--- src/rtl/uart_regfront_pkg.sv ---
// Package: shared register indices and bit positions of the serial port
// register front-end. Assumes a 16-byte word-addressed window.
package uart_regfront_pkg;

    typedef enum logic [1:0] {
        REG_RXD  = 2'd0,
        REG_TXD  = 2'd1,
        REG_STAT = 2'd2,
        REG_CTRL = 2'd3
    } reg_idx_e;

    // status word bit positions
    localparam int ST_RXVAL   = 0;
    localparam int ST_RXFULL  = 1;
    localparam int ST_TXEMPTY = 2;
    localparam int ST_TXFULL  = 3;
    localparam int ST_PEND    = 4;
    localparam int ST_OVR     = 5;
    localparam int ST_FRM     = 6;
    localparam int ST_PAR     = 7;

    // control word bit positions
    localparam int CT_TXCLR = 0;
    localparam int CT_RXCLR = 1;
    localparam int CT_IE    = 4;

    // register index position inside the byte address
    localparam int IDX_LSB = 2;

endpackage

--- src/rtl/uart_rxq.sv ---
// Module: circular receive byte queue with occupancy counter.
// Assumes: at most one push and one pop per cycle; a clear takes effect
// before a same-cycle push, so that byte lands in slot 0. A pop of an
// empty queue leaves the count alone. Pushes are accepted only while
// in_ready is high.
module uart_rxq #(
    parameter int DEPTH  = 8,
    parameter int BYTE_W = 8,
    localparam int PTR_W = (DEPTH > 1) ? $clog2(DEPTH) : 1,
    localparam int CNT_W = $clog2(DEPTH + 1)
) (
    input  logic              clk,
    input  logic              rst_n,
    input  logic              in_valid,
    input  logic [BYTE_W-1:0] in_byte,
    output logic              in_ready,
    input  logic              pop_req,
    input  logic              clr,
    output logic [BYTE_W-1:0] head_byte,
    output logic [CNT_W-1:0]  fill,
    output logic [CNT_W-1:0]  fill_next
);

    localparam int SUM_W = PTR_W + CNT_W + 1;

    logic [BYTE_W-1:0] slot_q [DEPTH];
    logic [PTR_W-1:0]  wptr_q;
    logic [CNT_W-1:0]  fill_q;
    logic              accept;
    logic              pop_ok;
    logic [PTR_W-1:0]  wr_idx;
    logic [PTR_W-1:0]  wptr_inc;
    logic [PTR_W-1:0]  rd_idx;
    logic [SUM_W-1:0]  rd_sum;

    assign in_ready = (fill_q != CNT_W'(DEPTH));
    assign accept   = in_valid && in_ready;
    assign pop_ok   = pop_req && (fill_q != '0);
    assign wr_idx   = clr ? '0 : wptr_q;
    assign fill     = fill_q;

    // next write position with wrap at the last slot
    assign wptr_inc = (wr_idx == PTR_W'(DEPTH - 1)) ? '0 : wr_idx + 1'b1;

    // oldest entry sits fill_q slots behind the write position
    always_comb begin
        rd_sum = SUM_W'(wptr_q) + SUM_W'(DEPTH) - SUM_W'(fill_q);
        if (rd_sum >= SUM_W'(DEPTH)) begin
            rd_sum = rd_sum - SUM_W'(DEPTH);
        end
        rd_idx = rd_sum[PTR_W-1:0];
    end

    assign head_byte = slot_q[rd_idx];

    // occupancy after this cycle's clear, pop and push
    always_comb begin
        if (clr) begin
            fill_next = CNT_W'(accept);
        end else begin
            fill_next = fill_q + CNT_W'(accept) - CNT_W'(pop_ok);
        end
    end

    // pointer and counter update
    always_ff @(posedge clk) begin
        if (!rst_n) begin
            wptr_q <= '0;
            fill_q <= '0;
        end else begin
            fill_q <= fill_next;
            if (accept) begin
                wptr_q <= wptr_inc;
            end else if (clr) begin
                wptr_q <= '0;
            end
        end
    end

    // byte storage, one slot per entry
    generate
        for (genvar g = 0; g < DEPTH; g++) begin : g_slot
            always_ff @(posedge clk) begin
                if (!rst_n) begin
                    slot_q[g] <= '0;
                end else if (accept && (wr_idx == PTR_W'(g))) begin
                    slot_q[g] <= in_byte;
                end
            end
        end
    endgenerate

endmodule

--- src/rtl/uart_pend.sv ---
// Module: sticky pending flag and gated interrupt level.
// Assumes: rx_nz_next reflects the queue occupancy after the current
// cycle, so a clear does not drop the flag while data remains.
module uart_pend (
    input  logic clk,
    input  logic rst_n,
    input  logic tx_hit,
    input  logic ctrl_clr_hit,
    input  logic rx_nz_next,
    input  logic ie,
    output logic pend,
    output logic irq
);

    logic pend_q;

    // set on queued data or transmit write, clear on qualifying control write
    always_ff @(posedge clk) begin
        if (!rst_n) begin
            pend_q <= 1'b0;
        end else if (ctrl_clr_hit && !rx_nz_next) begin
            pend_q <= 1'b0;
        end else if (tx_hit || rx_nz_next) begin
            pend_q <= 1'b1;
        end
    end

    assign pend = pend_q;
    assign irq  = pend_q && ie;

endmodule

--- src/rtl/uart_txport.sv ---
// Module: transmit data register and outgoing byte strobe.
// Assumes: the downstream transmitter takes one byte per strobe with no
// back-pressure, so every write produces one strobe cycle.
module uart_txport #(
    parameter int DATA_W = 32,
    parameter int BYTE_W = 8
) (
    input  logic              clk,
    input  logic              rst_n,
    input  logic              wr_hit,
    input  logic [DATA_W-1:0] wdata,
    output logic [DATA_W-1:0] tx_word,
    output logic              tx_valid,
    output logic [BYTE_W-1:0] tx_byte
);

    logic [DATA_W-1:0] word_q;
    logic              stb_q;
    logic [BYTE_W-1:0] byte_q;

    // hold the last written word and raise a one-cycle strobe
    always_ff @(posedge clk) begin
        if (!rst_n) begin
            word_q <= '0;
            stb_q  <= 1'b0;
            byte_q <= '0;
        end else begin
            stb_q <= wr_hit;
            if (wr_hit) begin
                word_q <= wdata;
                byte_q <= wdata[BYTE_W-1:0];
            end
        end
    end

    assign tx_word  = word_q;
    assign tx_valid = stb_q;
    assign tx_byte  = byte_q;

endmodule

--- src/rtl/uart_regfront.sv ---
// Module: register front-end of a simple serial port. Decodes a 16-byte
// word-addressed window, owns the control register, builds the status
// word and muxes read data.
// Assumes: single-cycle strobes; read data is combinational and valid
// while bus_sel is high; side effects land at the closing clock edge.
module uart_regfront
    import uart_regfront_pkg::*;
#(
    parameter int DATA_W = 32,
    parameter int ADDR_W = 4,
    parameter int DEPTH  = 8,
    localparam int BYTE_W = 8,
    localparam int CNT_W  = $clog2(DEPTH + 1)
) (
    input  logic              clk,
    input  logic              rst_n,
    input  logic              bus_sel,
    input  logic              bus_wr,
    input  logic [ADDR_W-1:0] bus_addr,
    input  logic [DATA_W-1:0] bus_wdata,
    output logic [DATA_W-1:0] bus_rdata,
    input  logic              rx_valid,
    input  logic [BYTE_W-1:0] rx_byte,
    output logic              rx_ready,
    output logic              tx_valid,
    output logic [BYTE_W-1:0] tx_byte,
    output logic              irq
);

    reg_idx_e          idx;
    logic              wr_stb;
    logic              rd_stb;
    logic              rxd_rd;
    logic              txd_wr;
    logic              ctrl_wr;
    logic              ctrl_clr_hit;
    logic [DATA_W-1:0] ctrl_q;
    logic [DATA_W-1:0] tx_word;
    logic [DATA_W-1:0] stat_word;
    logic [BYTE_W-1:0] head_byte;
    logic [CNT_W-1:0]  fill_cnt;
    logic [CNT_W-1:0]  fill_next;
    logic              pend_q;

    // address decode
    assign idx     = reg_idx_e'(bus_addr[IDX_LSB +: 2]);
    assign wr_stb  = bus_sel && bus_wr;
    assign rd_stb  = bus_sel && !bus_wr;
    assign rxd_rd  = rd_stb && (idx == REG_RXD);
    assign txd_wr  = wr_stb && (idx == REG_TXD);
    assign ctrl_wr = wr_stb && (idx == REG_CTRL);
    assign ctrl_clr_hit = ctrl_wr && (bus_wdata[CT_TXCLR] || bus_wdata[CT_RXCLR]);

    uart_rxq #(
        .DEPTH  (DEPTH),
        .BYTE_W (BYTE_W)
    ) u_rxq (
        .clk       (clk),
        .rst_n     (rst_n),
        .in_valid  (rx_valid),
        .in_byte   (rx_byte),
        .in_ready  (rx_ready),
        .pop_req   (rxd_rd),
        .clr       (ctrl_wr && bus_wdata[CT_RXCLR]),
        .head_byte (head_byte),
        .fill      (fill_cnt),
        .fill_next (fill_next)
    );

    uart_pend u_pend (
        .clk          (clk),
        .rst_n        (rst_n),
        .tx_hit       (txd_wr),
        .ctrl_clr_hit (ctrl_clr_hit),
        .rx_nz_next   (fill_next != '0),
        .ie           (ctrl_q[CT_IE]),
        .pend         (pend_q),
        .irq          (irq)
    );

    uart_txport #(
        .DATA_W (DATA_W),
        .BYTE_W (BYTE_W)
    ) u_tx (
        .clk      (clk),
        .rst_n    (rst_n),
        .wr_hit   (txd_wr),
        .wdata    (bus_wdata),
        .tx_word  (tx_word),
        .tx_valid (tx_valid),
        .tx_byte  (tx_byte)
    );

    // control register holds the whole written word
    always_ff @(posedge clk) begin
        if (!rst_n) begin
            ctrl_q <= '0;
        end else if (ctrl_wr) begin
            ctrl_q <= bus_wdata;
        end
    end

    // status word from live queue state and the pending flag
    always_comb begin
        stat_word             = '0;
        stat_word[ST_RXVAL]   = (fill_cnt != '0);
        stat_word[ST_RXFULL]  = (fill_cnt == CNT_W'(DEPTH));
        stat_word[ST_TXEMPTY] = 1'b1;
        stat_word[ST_TXFULL]  = 1'b0;
        stat_word[ST_PEND]    = pend_q;
        stat_word[ST_OVR]     = 1'b0;
        stat_word[ST_FRM]     = 1'b0;
        stat_word[ST_PAR]     = 1'b0;
    end

    // read data mux
    always_comb begin
        case (idx)
            REG_RXD:  bus_rdata = DATA_W'(head_byte);
            REG_TXD:  bus_rdata = tx_word;
            REG_STAT: bus_rdata = stat_word;
            default:  bus_rdata = ctrl_q;
        endcase
    end

endmodule

--- config.mk ---
export PLATFORM = sky130hd
export DESIGN_NAME = uart_regfront
export DESIGN_NICKNAME = d
export VERILOG_FILES = /design/src/rtl/uart_regfront_pkg.sv /design/src/rtl/uart_rxq.sv /design/src/rtl/uart_pend.sv /design/src/rtl/uart_txport.sv /design/src/rtl/uart_regfront.sv
export SDC_FILE = /design/constraint.sdc
export NUM_CORES = 1
export LEC_CHECK = 0
export ABC_AREA = 1
export CAP_MARGIN = 0
export CORE_MARGIN = 2
export CORE_UTILIZATION = 38
export DETAILED_ROUTE_END_ITERATION = 16
export PLACE_DENSITY = 0.6
export SYNTH_ARGS = -nofsm -noshare
export SYNTH_HDL_FRONTEND = slang
export SYNTH_HIERARCHICAL = 1
export SYNTH_SLANG_ARGS = --single-unit
export TNS_END_PERCENT = 5
--- constraint.sdc ---
create_clock -name clk -period 2.4 [get_ports clk]
set_input_delay 0.48 -clock clk [delete_from_list [all_inputs] [get_ports clk]]
set_output_delay 0.48 -clock clk [all_outputs]
set_load 0.005 [all_outputs]
==> results.py, run 1 <==
metrics = {
    "placement": {
        "place_congestion": 0.773,
        "dpl.cell_count": 1185,
        "port_buffers": 89,
        "hpwl_mm": 11.9,
        "placed_area_um2": 8230,
    },
    "power": {
        "ir_worst_vdd_mv": 0.523,
        "internal_power_mw": 5.80,
        "leakage_nw": 4.34,
        "sw_frac_of_total_pct": 32.2,
        "p_comb_share_pct": 35.5,
        "power.switching_mw": 2.76,
        "p_per_area_nw_per_um2": 953,
        "power_frac_seq_pct": 31.7,
        "p_clk_share_pct": 32.8,
    },
    "logic_synthesis": {
        "synth_most_common_cell": "nor2_1",
        "synth.avg_cell_area_um2": 7.86,
        "yosys-top-cells-area": "edfxtp_1, dfxtp_1, nor2_1",
        "yosysTopAreaCell": "edfxtp_1",
        "synth_seq_area_share_pct": 50.2,
        "yosys_warnings": 6,
        "synthesis.nets": 922,
        "synth_top_area_share_pct": 28.5,
        "synth_common_cells": "nor2_1, nand2_1, inv_1, dfxtp_1, edfxtp_1",
        "synthCells": 858,
        "synth-seq-cells": 137,
        "postSynth.asyncResetShare_pct": 0,
        "synth_edf_count": 64,
        "synth_ff_type": "dfxtp_1",
        "syn_area_um2": 6750,
        "yosysUniqueCellTypes": 28,
    },
    "route": {
        "drt_iter0_drc": 442,
        "first_pass_iters": 4,
        "routed_wl_mm": 17.8,
        "wl_per_cell_um": 14.5,
        "dr_total_vias": 5758,
        "drc": 0,
        "ant_nets": 0,
        "via_per_inst": 4.72,
    },
    "status": {
        "status": "complete, but fails checks",
        "failed_checks": "setup timing",
    },
    "clock_network": {
        "clk_latency_ns": 0.42,
        "cts_root_buffer": "clkbuf_16",
        "clk_pin_slew_worst_paths_ns": 0.06,
        "clock_sinks": 137,
        "numCtsBuffers": 17,
        "cts_tree": "done",
        "cts_htree_levels": 4,
        "clockBufferDepth": 2,
    },
    "finish": {
        "syn_to_final_growth_pct": 33.1,
        "layout.nets": 1046,
        "diodes": 0,
        "layout.cells.non_filler": 1220,
        "layout-drive-gt1-share_pct": 15.0,
        "fin_area_um2": 8980,
    },
    "timing": {
        "setup_viol": 9,
        "tightest_slew_ns": 0.652,
        "hold_slack_ns": 0.471,
        "rsz0062_at_grt": "yes",
        "relSlewSlack_pct": 56.6,
        "fmax_mhz": 341,
        "finalCritPeriodShare_pct": 122,
        "hold_viol_final": 0,
        "period_needed_ns": 2.93,
        "setup_slack_ns": -0.530,
        "skew_ns": 0.00615,
        "maxSlewViolCount": 0,
    },
    "worst_setup_path": {
        "startpoint_type": "flop",
        "critical_path_class": "flop to output pin",
        "cp.required_ns": 1.92,
        "critPathCaptureType": "output pin",
        "critPathArrivalTime_ns": 2.45,
        "path_max_fanout": 8,
    },
    "grt": {
        "grt_remaining_overflow": 0,
        "grt_pass1_vias": 5453,
        "grt_pass1_wl_mm": 28.1,
        "antenna_found_initial": 0,
        "grt_usage_pct": 19.5,
        "grt_max_degree": 67,
    },
    "die": {
        "die_h_um": 137,
        "rows": 48,
        "initial_core_util_pct": 39.0,
        "io_pins": 92,
        "coreArea_um2": 17300,
        "dieArea_um2": 18800,
        "die-width_um": 137,
    },
    "worst_hold_path": {
        "hold_path_class": "flop to flop",
    },
    "flow_run": {
        "maxCapViolations": 0,
    },
}
==> power groups by stage <==
| stage | Combinational (mW) | Sequential, mW | Clock [mW] |
|---|---|---|---|
| floorplan | 1.62 | 2.73 | 0 |
| global placement | 2.73 | 2.75 | 0 |
| detailed placement | 2.75 | 2.75 | 0 |
| CTS | 3.03 | 2.71 | 2.86 |
| global route | 3.40 | 2.73 | 2.96 |
| finish | 3.04 | 2.71 | 2.81 |
==> stage by stage <==
step,worst slack [ns],TNS (ns),power (mW),util [%]
finish,-0.530,-3.78,8.56,51.9
global route,-0.649,-5.10,9.09,51.9
CTS,-0.570,-4.31,8.60,51.6
detailed placement,-0.492,-52.86,5.50,47.6
global placement,-0.479,-48.64,5.48,47.6
floorplan,0.00379,0,4.35,-
==> cells by family (layout without fill, tap and decap cells) <==
| group | after synthesis | count (layout) | synth area share, % |
|---|---|---|---|
| adder cells (fa/ha/maj) | 15 | 15 | 3.01 |
| buffers and inverters | 128 | 265 | 9.11 |
| AND/OR/NAND/NOR | 483 | 483 | 29.3 |
| AO/OA/AOI/OAI | 95 | 95 | 8.40 |
| flip-flops | 137 | 137 | 50.2 |
==> final timing paths <==
path                         startpoint                       end  slack (ns)  cells past startpoint
max          u_rxq/wptr_q[0]$_SDFF_PN0_              bus_rdata[0]       -0.53                     14
min              ctrl_q[1]$_SDFFE_PN0P_    ctrl_q[1]$_SDFFE_PN0P_        0.47                      2
max reg2reg    u_rxq/fill[2]$_SDFF_PN0_  u_pend/pend$_SDFFE_PP0P_        0.08                     14
min reg2reg      ctrl_q[1]$_SDFFE_PN0P_    ctrl_q[1]$_SDFFE_PN0P_        0.47                      2
==> state kept, by name, indices dropped and copies added (netlist names) <==
signal / count
u_rxq/wptr_q: 3
ctrl_q: 32
u_tx/tx_word: 32
u_rxq/fill: 4
u_tx/tx_valid: 1
u_rxq/slot_q: 64
u_pend/pend: 1
==> critical path: stages (launching register included) <==
cell     delay [ns]
dfxtp_2        0.32
inv_2          0.06
ha_4           0.11
inv_2          0.03
fa_2           0.57
buf_6          0.13
buf_8          0.13
nor2_1         0.05
o21ai_0        0.07
nand2_1        0.10
nand2_2        0.09
nand2_1        0.06
nand2_1        0.08
nand4_1        0.08
buf_2          0.14
==> placed cells by master, fill, tap and decap left out, types with 5 or more instances in the layout <==
cell             instances
a21oi_1                  5
a22o_1                  24
buf_12                  13
buf_2                    9
buf_4                   46
bufinv_16                5
clkbuf_16               17
clkdlybuf4s50_1         55
dfxtp_1                 70
dlygate4sd2_1            8
dlymetal6s2s_1          16
edfxtp_1                64
ha_1                    12
inv_1                   73
inv_2                    5
nand2_1                167
nand2_2                  9
nand3_1                  9
nand3_2                  6
nand3_4                  5
nor2_1                 266
nor2_2                   8
nor2_4                   5
o21ai_0                 47
o21ai_1                 18
==> metal layers <==
layer | vias to the layer above | routed length [µm] | GRT usage (%)
met2 | 136 | 8300 | 31.6
met5 | - | 0 | 0
li1 | 2950 | - | -
met3 | 22 | 921 | 3.64
met4 | 0 | 306 | 7.16
met1 | 2650 | 8230 | 26.1
==> what timing repair did <==
action | 4_1_cts | 5_1_grt
hold buffers | 0 | 0
gates resized for setup | 78 | 26
endpoints found under the setup margin | 41 | 35
setup buffers | 1 | 0
cloned | 2 | 0
hold endpoints to repair | 0 | 0
pin swaps | 17 | 6
==> area by class of cell <==
type / instances / area [µm²]
clock inverter: 14 / 201
timing repair buffer: 153 / 1560
sequential: 137 / 3390
tap: 225 / 282
inverter: 80 / 305
fill: 1677 / 8320
multi-input combinational: 593 / 2820
clock buffer: 18 / 429
Note: power is estimated with default switching activity, not from simulation.
==> run 2: changes to the inputs <==
Settings changed: CAP_MARGIN 0 to 20.
==> results of run 2 <==
Same layout as run 1: the final DEF is identical, and so are final timing and power.
